==> src/rtl/gpio_blink_pkg.sv <==
package gpio_blink_pkg;

   typedef struct packed {
      logic [31:0] period;   // ticks per blink period
      logic [31:0] on_t;     // ticks in the leading on phase
   } shape_t;

   // Rate/duty code extraction for the two control-byte layouts.
   function automatic logic [4:0] code_of(input logic [7:0] ctl, input bit wide);
      return wide ? {ctl[7:6], ctl[3:1]} : {3'b000, ctl[2:1]};
   endfunction

   function automatic logic pulse_of(input logic [7:0] ctl, input bit wide);
      return wide ? ctl[5] : ctl[3];
   endfunction

   function automatic logic clr_of(input logic [7:0] ctl, input bit wide);
      return wide & ctl[4];
   endfunction

   // Period and on time in ticks, with hz ticks per second.
   function automatic shape_t shape_of(input logic [4:0] code, input bit wide,
                                       input int unsigned hz);
      shape_t s;
      s.period = hz / 4;
      s.on_t   = hz / 8;
      if (!wide) begin
         case (code[1:0])
            2'd1: begin s.period = hz;     s.on_t = hz / 2; end
            2'd2: begin s.period = 4 * hz; s.on_t = 2 * hz; end
            2'd3: begin s.period = 8 * hz; s.on_t = 4 * hz; end
            default: ;
         endcase
      end else begin
         case (code)
            5'd1:  begin s.period = hz;         s.on_t = hz / 2; end
            5'd2:  begin s.period = 4 * hz;     s.on_t = 2 * hz; end
            5'd3:  begin s.period = hz / 2;     s.on_t = hz / 4; end
            5'd4:  begin s.period = 4 * hz;     s.on_t = hz;     end
            5'd5:  begin s.period = 4 * hz;     s.on_t = 3 * hz; end
            5'd6:  begin s.period = 8 * hz;     s.on_t = 2 * hz; end
            5'd7:  begin s.period = 8 * hz;     s.on_t = 6 * hz; end
            5'd8:  begin s.period = 5 * hz / 2; s.on_t = hz / 2; end
            5'd16: begin s.period = 2 * hz;     s.on_t = hz;     end
            5'd24: begin s.period = 8 * hz;     s.on_t = 4 * hz; end
            default: ;
         endcase
      end
      return s;
   endfunction

endpackage

==> src/rtl/gpio_blink_tick.sv <==
module gpio_blink_tick #(
   parameter int unsigned DIV = 2_500_000
) (
   input  logic clk,
   input  logic rst_n,
   output logic tick
);
   localparam int unsigned DW = $clog2(DIV);

   logic [DW-1:0] div_q;

   always_ff @(posedge clk) begin
      if (!rst_n)                     div_q <= '0;
      else if (div_q == DW'(DIV - 1)) div_q <= '0;
      else                            div_q <= div_q + DW'(1);
   end

   assign tick = (div_q == DW'(DIV - 1));

   // Ticks are isolated single-cycle pulses (timebase for R3).
   assert_tick_gap_R3: assert property (@(posedge clk) disable iff (!rst_n)
      tick |=> !tick);
endmodule

==> src/rtl/gpio_blink_hold.sv <==
module gpio_blink_hold #(
   parameter int unsigned LIMIT = 160
) (
   input  logic clk,
   input  logic rst_n,
   input  logic tick,
   input  logic sw_n,
   output logic fire
);
   localparam int unsigned HW = $clog2(LIMIT + 2);

   logic [HW-1:0] held_q;

   always_ff @(posedge clk) begin
      if (!rst_n)                                  held_q <= '0;
      else if (sw_n)                               held_q <= '0;
      else if (tick && (held_q <= HW'(LIMIT)))     held_q <= held_q + HW'(1);
   end

   // Fires on the tick that takes the hold past LIMIT ticks.
   assign fire = !sw_n && tick && (held_q == HW'(LIMIT));

   assert_fire_needs_low_R9: assert property (@(posedge clk) disable iff (!rst_n)
      fire |-> $past(!sw_n));
endmodule

==> src/rtl/gpio_blink_chan.sv <==
module gpio_blink_chan
   import gpio_blink_pkg::*;
#(
   parameter int unsigned TICK_HZ = 40,
   parameter bit          WIDE    = 1'b1
) (
   input  logic       clk,
   input  logic       rst_n,
   input  logic       tick,
   input  logic       restart,
   input  logic [7:0] ctl,
   output logic       pad
);
   localparam int unsigned CW = $clog2(8 * TICK_HZ + 1);

   shape_t        shp;
   logic [CW-1:0] per_w;
   logic [CW-1:0] on_w;
   logic [CW-1:0] ph_q;
   logic          pulse;
   logic          inv;

   assign shp   = shape_of(code_of(ctl, WIDE), WIDE, TICK_HZ);
   assign per_w = CW'(shp.period);
   assign on_w  = CW'(shp.on_t);
   assign pulse = pulse_of(ctl, WIDE);
   assign inv   = ctl[0];

   always_ff @(posedge clk) begin
      if (!rst_n)       ph_q <= '0;
      else if (restart) ph_q <= '0;
      else if (tick)    ph_q <= (ph_q >= per_w - CW'(1)) ? '0 : ph_q + CW'(1);
   end

   assign pad = (pulse ? (ph_q != '0) : (ph_q < on_w)) ^ inv;

   assert_phase_bound_R3: assert property (@(posedge clk) disable iff (!rst_n)
      ph_q < per_w);

   // After a control write the first tick of the period is showing.
   assert_restart_R8: assert property (@(posedge clk) disable iff (!rst_n)
      restart |=> (pad == (pulse ? inv : !inv)));
endmodule

==> src/rtl/gpio_blink_ctrl.sv <==
module gpio_blink_ctrl
   import gpio_blink_pkg::*;
#(
   parameter int unsigned CLKS_PER_TICK = 2_500_000,
   parameter int unsigned TICK_HZ       = 40,
   parameter int unsigned NUM_SETS      = 5,
   parameter bit          WIDE_CODE     = 1'b1,
   parameter int unsigned BASE_ADDR     = 8'hF8,
   localparam int unsigned PADS         = NUM_SETS * 8
) (
   input  logic            clk,
   input  logic            rst_n,
   input  logic            reg_wr,
   input  logic [7:0]      reg_addr,
   input  logic [7:0]      reg_wdata,
   output logic [7:0]      reg_rdata,
   input  logic            pwr_sw_n,
   output logic [PADS-1:0] pad_ovr_en,
   output logic [PADS-1:0] pad_ovr_val
);
   localparam int unsigned NCH   = 2;
   localparam int unsigned LIMIT = 4 * TICK_HZ;

   if (NUM_SETS < 1 || NUM_SETS > 7) begin : g_bad_sets
      $error("NUM_SETS must lie in 1..7");
   end
   if (TICK_HZ == 0 || (TICK_HZ % 40) != 0) begin : g_bad_hz
      $error("TICK_HZ must be a nonzero multiple of 40");
   end
   if (CLKS_PER_TICK < 2) begin : g_bad_div
      $error("CLKS_PER_TICK must be at least 2");
   end
   if (BASE_ADDR > 252) begin : g_bad_base
      $error("BASE_ADDR leaves no room for four registers");
   end

   logic           tick;
   logic           fire;
   logic [5:0]     map_q   [NCH];
   logic [7:0]     ctl_q   [NCH];
   logic [NCH-1:0] restart;
   logic [NCH-1:0] clr_en;
   logic [NCH-1:0] map_ok;
   logic [NCH-1:0] drv;
   logic [5:0]     map_idx [NCH];

   gpio_blink_tick #(.DIV(CLKS_PER_TICK)) u_tick (
      .clk(clk), .rst_n(rst_n), .tick(tick));

   gpio_blink_hold #(.LIMIT(LIMIT)) u_hold (
      .clk(clk), .rst_n(rst_n), .tick(tick), .sw_n(pwr_sw_n), .fire(fire));

   // Register file; a hold-clear wins over a pin-map write in the same cycle.
   always_ff @(posedge clk) begin
      if (!rst_n) begin
         for (int c = 0; c < NCH; c++) begin
            map_q[c] <= '0;
            ctl_q[c] <= '0;
         end
      end else begin
         for (int c = 0; c < NCH; c++) begin
            if (fire && clr_en[c])
               map_q[c] <= '0;
            else if (reg_wr && reg_addr == 8'(BASE_ADDR + 2 * c))
               map_q[c] <= reg_wdata[5:0];
            if (reg_wr && reg_addr == 8'(BASE_ADDR + 2 * c + 1))
               ctl_q[c] <= reg_wdata;
         end
      end
   end

   always_comb begin
      reg_rdata = '0;
      for (int c = 0; c < NCH; c++) begin
         if (reg_addr == 8'(BASE_ADDR + 2 * c))     reg_rdata = {2'b00, map_q[c]};
         if (reg_addr == 8'(BASE_ADDR + 2 * c + 1)) reg_rdata = ctl_q[c];
      end
   end

   for (genvar g = 0; g < NCH; g++) begin : g_ch
      logic [2:0] set_w;

      assign set_w      = map_q[g][5:3];
      assign map_ok[g]  = (set_w != 3'd0) && (int'(set_w) <= NUM_SETS);
      assign map_idx[g] = {set_w - 3'd1, map_q[g][2:0]};
      assign restart[g] = reg_wr && (reg_addr == 8'(BASE_ADDR + 2 * g + 1));
      assign clr_en[g]  = clr_of(ctl_q[g], WIDE_CODE);

      gpio_blink_chan #(.TICK_HZ(TICK_HZ), .WIDE(WIDE_CODE)) u_chan (
         .clk(clk), .rst_n(rst_n), .tick(tick), .restart(restart[g]),
         .ctl(ctl_q[g]), .pad(drv[g]));

      assert_hold_clear_R9: assert property (@(posedge clk) disable iff (!rst_n)
         (fire && clr_en[g]) |=> (map_q[g] == 6'd0));
   end

   // Pad fan-out; the loop runs downward so channel 0 has the last word.
   always_comb begin
      pad_ovr_en  = '0;
      pad_ovr_val = '0;
      for (int c = NCH - 1; c >= 0; c--) begin
         if (map_ok[c]) begin
            pad_ovr_en[map_idx[c]]  = 1'b1;
            pad_ovr_val[map_idx[c]] = drv[c];
         end
      end
   end

   assert_en_count_R10: assert property (@(posedge clk) disable iff (!rst_n)
      $countones(pad_ovr_en) <= NCH);

   assert_unmapped_R2: assert property (@(posedge clk) disable iff (!rst_n)
      (map_ok == '0) |-> (pad_ovr_en == '0));
endmodule

==> config.mk <==
export PLATFORM = sky130hd
export DESIGN_NAME = gpio_blink_ctrl
export DESIGN_NICKNAME = d
export VERILOG_FILES = /design/src/rtl/gpio_blink_pkg.sv /design/src/rtl/gpio_blink_tick.sv /design/src/rtl/gpio_blink_hold.sv /design/src/rtl/gpio_blink_chan.sv /design/src/rtl/gpio_blink_ctrl.sv
export SDC_FILE = /design/constraint.sdc
export NUM_CORES = 1
export LEC_CHECK = 0
export BUFFER_PORTS_ARGS = -buffer_cell sky130_fd_sc_hd__buf_2
export CORE_MARGIN = 2
export CORE_UTILIZATION = 45
export CTS_CLUSTER_DIAMETER = 80
export DETAILED_ROUTE_END_ITERATION = 7
export HOLD_SLACK_MARGIN = 0.05
export PLACE_DENSITY = 0.71
export SLEW_MARGIN = 5
export SYNTH_ARGS = -nofsm -noshare
export SYNTH_HDL_FRONTEND = slang
export SYNTH_HIERARCHICAL = 1
export SYNTH_SLANG_ARGS = --single-unit
==> constraint.sdc <==
create_clock -name clk -period 7.3 [get_ports clk]
set_input_delay 2.19 -clock clk [delete_from_list [all_inputs] [get_ports clk]]
set_output_delay 2.19 -clock clk [all_outputs]
set_load 0.02 [all_outputs]
==> results.tsv, run 1 <==
stage	metric	value	unit
cts	cts_tree	yes	
sta	setup_viol	0	
critical_path	crit_type	reg2out	
cts	clk_latency	0.35	ns
critical_path	path_buf_inv	2	
sta	fmax	162	MHz
cells_and_area	drive_above_1_share	0.225	
grt	grt_pass1_vias	5431	
route	routedWlPerCell	16.5	microns
cells_and_area	final_cells	1034	
pwr	peakVddDrop	0.141	mV
yosys	synthTopCellsByCount	nand3_1, nor2_1, o21ai_0, nand2_1, dfxtp_1	
yosys	yosysTopAreaCellShare	0.148	
floorplan	pin_count	108	
floorplan	die_y	124	microns
cts	ctsHoldBuffers	0	
worst_hold_path	hp-class	reg2reg	
cells_and_area	nNetsFinal	911	
floorplan	die_area	15400	sq um
critical_path	cp.required	5.11	ns
yosys	synthesis.area	6470	sq um
grt	use_met1	0.302	
cts	cts-root-buf	clkbuf_16	
sta	maxSlewViolCount	0	
critical_path	cpLargestDelayFamily	compound AO/OA/AOI/OAI gates	
floorplan	core_area	14000	sq um
route	ant_nets	0	
cts	numCtsBuffers	9	
sta	min_period	6.18	ns
critical_path	crit_top_cell	a2111o_1	
route	dr.pass1.iters	7	
yosys	yosysWarnings	6	
yosys	synth_compound_area_frac	0.136	
sta	worst-slew-pin-transition	1.31	ns
route	drc	0	
yosys	async_flop_share	0	
yosys	yosys.cell_count.top_type	nand3_1	
grt	grt_pass1_wl	27.1	mm
sta	finalCritPeriodShare	0.847	
run_status	status	completed	
cts	clk_pin_slew	0.06	ns
grt	use_met2	0.363	
yosys	synth_edf_count	28	
placement	dpl-instance-area	7020	sq um
placement	dpl_worst_slack	1.51	ns
yosys	yosys-top-cells-area	dfxtp_1, edfxtp_1, ha_1, mux2_2, nand3_1	
critical_path	cp-start-kind	register	
sta	hold_viol_final	0	
placement	dp.cells	1017	
critical_path	cp_max_fo	20	
yosys	synthAdderAreaFrac	0.0831	
yosys	synth_cells	774	
floorplan	rows	43	
route	drt_first_iter_violations	645	
sta	rsz0062_at_grt	false	
cells_and_area	utilization	0.523	
cts	cts.sinks	76	
yosys	synth_top_area_cell	dfxtp_1	
yosys	synth_nets	837	
pwr	total_power	1.05	mW
critical_path	crit_arrival	3.99	ns
critical_path	cp_slowest_cell	a2111o_1	
route	wl	17.1	mm
critical_path	r2r_slack	4.46	ns
critical_path	slowest_delay	0.60	ns
route	via_count	6071	
placement	hpwl	12.7	mm
cts	htreeDepth	3	
cells_and_area	area_delta_synth_final	13.0	%
yosys	synth-xor-area-share	0.0512	
cells_and_area	postLayoutCellArea	7310	sq um
cts	cts_resized	0	
yosys	synth_mux_area_frac	0.103	
yosys	synth_cell_type_count	69	
sta	fin_hold_ws	0.468	ns
placement	port_buffers	107	
floorplan	fp.dieW	124	microns
grt	grt_overflow	0	
grt	grt_antenna_before_repair	2	
grt	grt_usage	0.225	
grt	met3_usage	0.0440	
cts	clock_path_buffers	2	
critical_path	crit_chain	nor3_4 -> and3_1 -> nor2_1 -> ha_1 -> nand3_1 -> a2111o_1 -> a32oi_1 -> xnor2_1 -> inv_1 -> a2111o_1 -> nor4_1 -> mux2_1 -> buf_2	
route	viasPerCell	5.87	
grt	grt_start_max_net_pins	41	
critical_path	cp-end-kind	output pin	
pwr	power_density	144	nW/um^2
yosys	synth_top_family_by_area	simple AND/OR/NAND/NOR gates	
sta	tns	0	ns
sta	slew_headroom	0.119	
grt	top_usage_layer	met2	
yosys	synthSimpleGateAreaFrac	0.293	
yosys	synthFlopType	dfxtp_1	
yosys	ys_ff_latch	76	
cts	cts_setup_buffers	0	
yosys	syn_avg_cell_area	8.36	sq um
sta	setup_ws	1.12	ns
run	drv_cap	0	
sta	fin_skew	0.00942	ns
floorplan	start_util	0.463	
pwr	leakage	3.01	nW
yosys	ys_seq_area_frac	0.278	
placement	place.gp.congestion	0.932	
[sequential cells by signal, summed over array words and instances (netlist names)]
name              cells
ctl_q                16
g_ch.u_chan/ph_q     18
map_q                12
u_hold/held_q         8
u_tick/div_q         22
[cells by family after synthesis]
logic type	Yosys count
adders and majority gates	43
muxes	54
DFF	76
xor gates and xnor gates	37
and+or+nand+nor	352
AOI/OAI and AO/OA	139
buffers and inverters	73
[path summary, 6_finish.rpt]
| kind | endpoint | startpoint | cells past startpoint |
|---|---|---|---|
| max | pad_ovr_val[25] | ctl_q[0][10] | 13 |
| min | u_tick/div_q[0] | u_tick/div_q[0] | 1 |
| max reg2reg | map_q[1][3] | u_tick/div_q[0] | 9 |
| min reg2reg | u_tick/div_q[0] | u_tick/div_q[0] | 1 |
[cells in the final DEF (no fill, tap or decap), types with 14 or more instances in the layout]
cell / netlist / final
edfxtp_1: 28 / 28
buf_2: 14 / 107
o21ai_0: 58 / 58
nor4_1: 15 / 14
nor2_1: 64 / 64
dfxtp_1: 48 / 48
xnor2_1: 21 / 20
nand3_1: 65 / 65
nor2b_1: 17 / 17
xor2_1: 15 / 15
ha_1: 43 / 43
a21oi_1: 24 / 24
and2_1: 21 / 21
inv_1: 22 / 22
nand2_1: 57 / 57
nor3_1: 42 / 42
mux2_2: 29 / 29
[final cells by class]
cell class / count / area, sq um
Fill cell: 1348 / 6680
Inverter: 24 / 90.1
Clock inverter: 7 / 58.8
Sequential cell: 76 / 1800
Timing Repair Buffer: 112 / 573
Tap cell: 180 / 225
Multi-Input combinational cell: 625 / 4330
Antenna cell: 1 / 2.50
Clock buffer: 9 / 225
[metal layers]
metal	part of all wire	routed length [microns]
met1	0.45	7760
met2	0.45	7750
met3	0.073	1250
met4	0.019	318
met5	0.00076	13
[power breakdown]
group | switching (mW) | total, mW | leakage [nW] | internal [mW]
Combinational | 0.102 | 0.153 | 2.22 | 0.0511
Sequential | 0.0220 | 0.471 | 0.653 | 0.449
Clock | 0.193 | 0.429 | 0.138 | 0.235
Total | 0.317 | 1.05 | 3.01 | 0.735
No activity file was read; power rests on OpenSTA's default activity.
==> run 2: changes to the inputs <==
--- a/config.mk
+++ b/config.mk
@@ -11,7 +11,7 @@
 export CTS_CLUSTER_DIAMETER = 80
 export DETAILED_ROUTE_END_ITERATION = 7
 export HOLD_SLACK_MARGIN = 0.05
-export PLACE_DENSITY = 0.71
+export PLACE_DENSITY = 0.74
 export SLEW_MARGIN = 5
 export SYNTH_ARGS = -nofsm -noshare
 export SYNTH_HDL_FRONTEND = slang
==> constraint.sdc (replaced) <==
create_clock -name clk -period 5.4 [get_ports clk]
set_input_delay 1.62 -clock clk [delete_from_list [all_inputs] [get_ports clk]]
set_output_delay 1.62 -clock clk [all_outputs]
set_load 0.02 [all_outputs]
==> results.tsv, run 2 (same netlist as run 1, synthesis figures left out) <==
stage	metric	value	unit
floorplan	die_area	15400	sq um
floorplan	start_util	0.463	
worst_hold_path	hold_depth	1	
pwr	p_int	1.01	mW
cells_and_area	largest_reg_flops	22	
sta	maxSlewViolCount	0	
worst_hold_path	hold_start	u_tick/div_q[0]	
grt	grt_antenna_before_repair	1	
critical_path	reg2reg_depth	7	
critical_path	r2r-end	g_ch[1].u_chan/ph_q[6]	
critical_path	crit_chain	buf_6 -> nor2b_2 -> o21ai_0 -> ha_1 -> a21o_1 -> a2111oi_2 -> a32oi_2 -> xnor2_1 -> inv_1 -> a2111o_1 -> buf_6 -> nor4_2 -> mux2_1 -> buf_2	
sta	fin_skew	0.00775	ns
cells_and_area	drive_above_1_share	0.264	
critical_path	cpLargestDelayFamily	compound AO/OA/AOI/OAI gates	
route	ant_nets	0	
critical_path	worstReg2RegStart	u_tick/div_q[0]	
grt	grt_overflow	0	
grt	grt_pass1_vias	5461	
cts	cts.sinks	76	
route	drt_first_iter_violations	576	
floorplan	core_area	14000	sq um
worst_hold_path	hp-class	reg2reg	
grt	grt_usage	0.226	
pwr	total_power	1.44	mW
sta	rsz0062_at_grt	true	
sta	fin_hold_ws	0.462	ns
floorplan	die_y	124	microns
critical_path	path_buf_inv	4	
critical_path	crit_arrival	3.70	ns
cells_and_area	area_delta_synth_final	17.1	%
placement	dpl-instance-area	7080	sq um
cts	cts-root-buf	clkbuf_16	
route	wl	17.8	mm
sta	worst-slew-pin-transition	0.916	ns
pwr	power_density	189	nW/um^2
cells_and_area	postLayoutCellArea	7580	sq um
cells_and_area	nNetsFinal	933	
sta	min_period	5.32	ns
grt	grt_pass1_wl	27.5	mm
floorplan	fp.dieW	124	microns
cts	clk_latency	0.34	ns
critical_path	cp-start-kind	register	
floorplan	rows	43	
pwr	peakVddDrop	0.205	mV
placement	place.gp.congestion	0.923	
critical_path	slowest_delay	0.48	ns
cells_and_area	regMostFlops	u_tick/div_q	
floorplan	pin_count	108	
cells_and_area	final_cell_mix	buf_2, nand3_1, nor2_1, o21ai_0, nand2_1	
route	viasPerCell	5.93	
cts	clock_path_buffers	2	
pwr	comb_power_share	0.163	
cells_and_area	layout_commonest_cell	buf_2	
critical_path	cp_slowest_cell	edfxtp_1	
pwr	power_frac_seq	0.441	
run	drv_cap	0	
placement	port_buffers	107	
cts	clk_pin_slew	0.06	ns
sta	finalCritPeriodShare	0.986	
critical_path	r2r_slack	2.65	ns
pwr	p_sw_frac	0.298	
cts	htreeDepth	3	
grt	grt_start_max_net_pins	41	
critical_path	crit_top_cell	buf_6	
sta	hold_viol_final	0	
route	dr.pass1.iters	6	
run_status	status	completed	
sta	fmax	188	MHz
critical_path	cp.required	3.78	ns
pwr	pwr-share-clk	0.396	
sta	setup_viol	0	
pwr	power.net_switching	428	uW
cts	numCtsBuffers	9	
route	drc	0	
pwr	leakage	3.14	nW
critical_path	cp_max_fo	20	
cells_and_area	top_regs	u_tick/div_q (22), g_ch.u_chan/ph_q (18), ctl_q (16)	
route	routedWlPerCell	16.8	microns
placement	hpwl	12.9	mm
worst_hold_path	hold_end	u_tick/div_q[0]	
critical_path	crit_type	reg2out	
critical_path	cp-end-kind	output pin	
cts	ctsHoldBuffers	0	
route	via_count	6258	
cts	cts_tree	yes	
sta	slew_headroom	0.383	
==> run 2: cell types whose count changed in the layout (fill, tap and decap cells not counted), sizes merged <==
cell / before / now
buf: 112 / 133
clkinv: 3 / 4
clkbuf: 9 / 10
clkinvlp: 1 / 0
==> run 2: per-layer routing <==
metal,global-route usage,part of all wire
met2,0.363,0.45
met3,0.0449,0.083
met5,0,0
met1,0.299,0.44
met4,0.0913,0.028
==> run 2: worst max-delay path by stage <==
stage / from / to / cells past startpoint
floorplan: ctl_q[0][11] / pad_ovr_val[1] / 15
global placement: ctl_q[0][11] / pad_ovr_val[33] / 14
detailed placement: ctl_q[0][11] / pad_ovr_val[1] / 14
CTS: ctl_q[0][10] / pad_ovr_val[1] / 15
global route: ctl_q[0][9] / pad_ovr_val[33] / 16
finish: ctl_q[0][10] / pad_ovr_val[1] / 14
==> run 2: per-stage QoR <==
step,setup TNS (ns),utilization,std cells,worst slack [ns]
6_report,0,0.542,1056,0.0781
3_5_place_dp,0,0.506,1025,0.342
3_3_place_gp,0,0.506,1025,0.406
2_1_floorplan,0,-,774,0.721
4_1_cts,0,0.528,1044,0.000405
5_1_grt,-2.51,0.542,1055,-0.113
==> run 2: worst reg2reg max path: stages, from the launching register on <==
cell	delay, ns
dfxtp_1	0.37
ha_1	0.23
nand4_2	0.24
nor4_2	0.62
buf_4	0.35
o21ai_0	0.13
o21ai_1	0.54
nor2_1	0.12
==> run 2: layout make-up <==
cell class | instances | area, sq um
sequential | 76 | 1800
clock buffer | 9 | 225
multi-input combinational | 625 | 4420
timing repair buffer | 134 | 749
fill | 1285 | 6410
clock inverter | 7 | 60.1
antenna | 1 | 2.50
tap | 180 | 225
inverter | 24 | 90.1
==> run 2: power groups by stage <==
stage	sequential [mW]	combinational (mW)	clock, mW
global route	0.636	0.252	0.611
global placement	0.645	0.210	0
finish	0.634	0.233	0.568
CTS	0.633	0.214	0.582
detailed placement	0.646	0.211	0
floorplan	0.628	0.171	0
==> run 2: what timing repair did <==
action | in CTS | in global routing
gates resized for setup | 0 | 22
endpoints found under the setup margin | 1 | 40
pin swaps | 0 | 2
setup buffers | 3 | 11
gates cloned | 0 | 0
==> run 3: changes to the inputs <==
--- a/config.mk
+++ b/config.mk
@@ -5,7 +5,7 @@
 export SDC_FILE = /design/constraint.sdc
 export NUM_CORES = 1
 export LEC_CHECK = 0
-export BUFFER_PORTS_ARGS = -buffer_cell sky130_fd_sc_hd__buf_2
+export BUFFER_PORTS_ARGS = -buffer_cell sky130_fd_sc_hd__buf_4
 export CORE_MARGIN = 2
 export CORE_UTILIZATION = 45
 export CTS_CLUSTER_DIAMETER = 80
==> results.tsv, run 3 (same netlist as run 1, synthesis figures left out) <==
stage	metric	value	unit
run_status	status	completed	
cts	clock_path_buffers	2	
worst_hold_path	hold_end	u_tick/div_q[0]	
worst_hold_path	hold_depth	1	
floorplan	pin_count	108	
grt	grt_usage	0.236	
pwr	peakVddDrop	0.195	mV
pwr	power_density	189	nW/um^2
critical_path	worstReg2RegStart	ctl_q[0][7]	
route	dr.pass1.iters	6	
sta	hold_viol_final	0	
cells_and_area	regMostFlops	u_tick/div_q	
floorplan	start_util	0.463	
cts	ctsHoldBuffers	0	
cells_and_area	drive_above_1_share	0.271	
sta	slew_headroom	0.291	
run	drv_cap	0	
critical_path	crit_arrival	3.74	ns
critical_path	r2r_slack	2.85	ns
critical_path	cp.required	3.78	ns
cts	htreeDepth	3	
cts	numCtsBuffers	9	
route	ant_nets	0	
route	viasPerCell	6.03	
grt	grt_overflow	0	
floorplan	rows	43	
grt	grt_start_max_net_pins	41	
sta	fin_skew	0.00592	ns
route	routedWlPerCell	17.7	microns
placement	port_buffers	107	
critical_path	r2r-end	g_ch[0].u_chan/ph_q[0]	
cells_and_area	register_area	1800	sq um
pwr	leakage	3.20	nW
route	drt_first_iter_violations	574	
sta	finalCritPeriodShare	0.992	
critical_path	reg2reg_depth	10	
cells_and_area	utilization	0.571	
cts	cts.sinks	76	
cts	cts-root-buf	clkbuf_16	
sta	worst-slew-pin-transition	1.05	ns
cells_and_area	multi_input_area	4500	sq um
grt	grt_pass1_wl	28.9	mm
cts	cts_tree	yes	
cells_and_area	num-fill-cells	1250	
cts	clk_pin_slew	0.06	ns
cells_and_area	n_antenna_cell	0	
route	wl	18.9	mm
cells_and_area	largest_reg_flops	22	
floorplan	die_area	15400	sq um
sta	min_period	5.36	ns
critical_path	cp-end-kind	output pin	
placement	hpwl	13.0	mm
placement	place.gp.congestion	0.934	
critical_path	crit_type	reg2out	
floorplan	fp.dieW	124	microns
grt	grt_pass1_vias	5790	
worst_hold_path	hp-class	reg2reg	
worst_hold_path	hold_start	u_tick/div_q[0]	
floorplan	die_y	124	microns
sta	maxSlewViolCount	0	
floorplan	core_area	14000	sq um
cells_and_area	final_cell_mix	buf_4, nand3_1, nor2_1, nand2_1, o21ai_0	
sta	setup_viol	0	
cells_and_area	top_regs	u_tick/div_q (22), g_ch.u_chan/ph_q (18), ctl_q (16)	
pwr	total_power	1.51	mW
sta	fmax	187	MHz
cells_and_area	nNetsFinal	942	
grt	grt_antenna_before_repair	0	
critical_path	cp_max_fo	20	
sta	rsz0062_at_grt	true	
cts	clk_latency	0.33	ns
route	drc	0	
route	via_count	6417	
cells_and_area	area_delta_synth_final	23.4	%
critical_path	cp-start-kind	register	
cells_and_area	layout_commonest_cell	buf_4	
==> run 3: changes by cell type in the layout (fill, tap and decap cells not counted), sizes merged <==
cell    before  now
clkbuf      10   11
bufinv       0    1
clkinv       4    3
inv         27   25
buf        133  140
diode        1    0
a2111o       4    7
==> run 3: worst max-delay path, cell delays in order, from the launching register on <==
cell and delay [ns]:
edfxtp_1 0.45, buf_4 0.20, nor2b_2 0.17, o21ai_1 0.22, ha_1 0.29, a21o_1 0.20, a2111oi_4 0.36, a32oi_2 0.16
xnor2_1 0.19, inv_2 0.12, a2111o_1 0.33, buf_8 0.18, nor3_1 0.21, mux2_4 0.20, buf_4 0.13
==> run 3: metrics by stage <==
stage	hold slack [ns]	instances	setup slack [ns]	cell area, sq um	setup TNS [ns]
after global placement	0.444	1023	0.218	7340	0
after global routing	0.500	1064	-0.109	7990	-1.61
after CTS	0.467	1055	0.00296	7800	0
final	0.467	1064	0.0409	7990	0
after floorplan	0.430	774	0.721	6470	0
after detailed placement	0.453	1023	0.0605	7340	0
==> run 3: layer usage <==
layer / GRT usage / up-vias / part of all wire
li1: - / 3056 / -
met1: 0.304 / 2966 / 0.42
met2: 0.377 / 345 / 0.45
met3: 0.0563 / 50 / 0.099
met4: 0.104 / 0 / 0.025
met5: 0 / - / 0
==> run 3: repair_timing <==
action                     4_1_cts  5_1_grt
cloned                           2        1
setup buffers                   14        8
pin swaps                        2       11
setup endpoints to repair       28       40
gates resized for setup          6       24
==> run 3: worst max path at each step <==
stage                           end          from  slack, ns  cells after the start
floorplan            pad_ovr_val[1]  ctl_q[0][11]       0.72                     15
global placement    pad_ovr_val[32]  ctl_q[0][10]       0.22                     13
detailed placement   pad_ovr_val[0]  ctl_q[0][10]       0.06                     13
CTS                  pad_ovr_val[0]   ctl_q[0][9]      0.003                     15
global route         pad_ovr_val[5]   ctl_q[0][9]      -0.11                     15
finish              pad_ovr_val[35]  ctl_q[0][10]       0.04                     14
==> run 3: power breakdown <==
group	switching (mW)	total [mW]	internal (mW)	leakage [nW]
registers	0.0273	0.634	0.607	0.653
clock network	0.234	0.621	0.387	0.155
logic	0.160	0.256	0.0959	2.40
==> run 3: layout make-up <==
class | count | share of cell area
repair buffers | 140 | 0.133
clock inverters | 5 | 0.00736
clock buffers | 11 | 0.0318
well taps | 180 | 0.0282
flip-flops and latches | 76 | 0.226
inverters | 24 | 0.0113
multi-input cells | 628 | 0.563
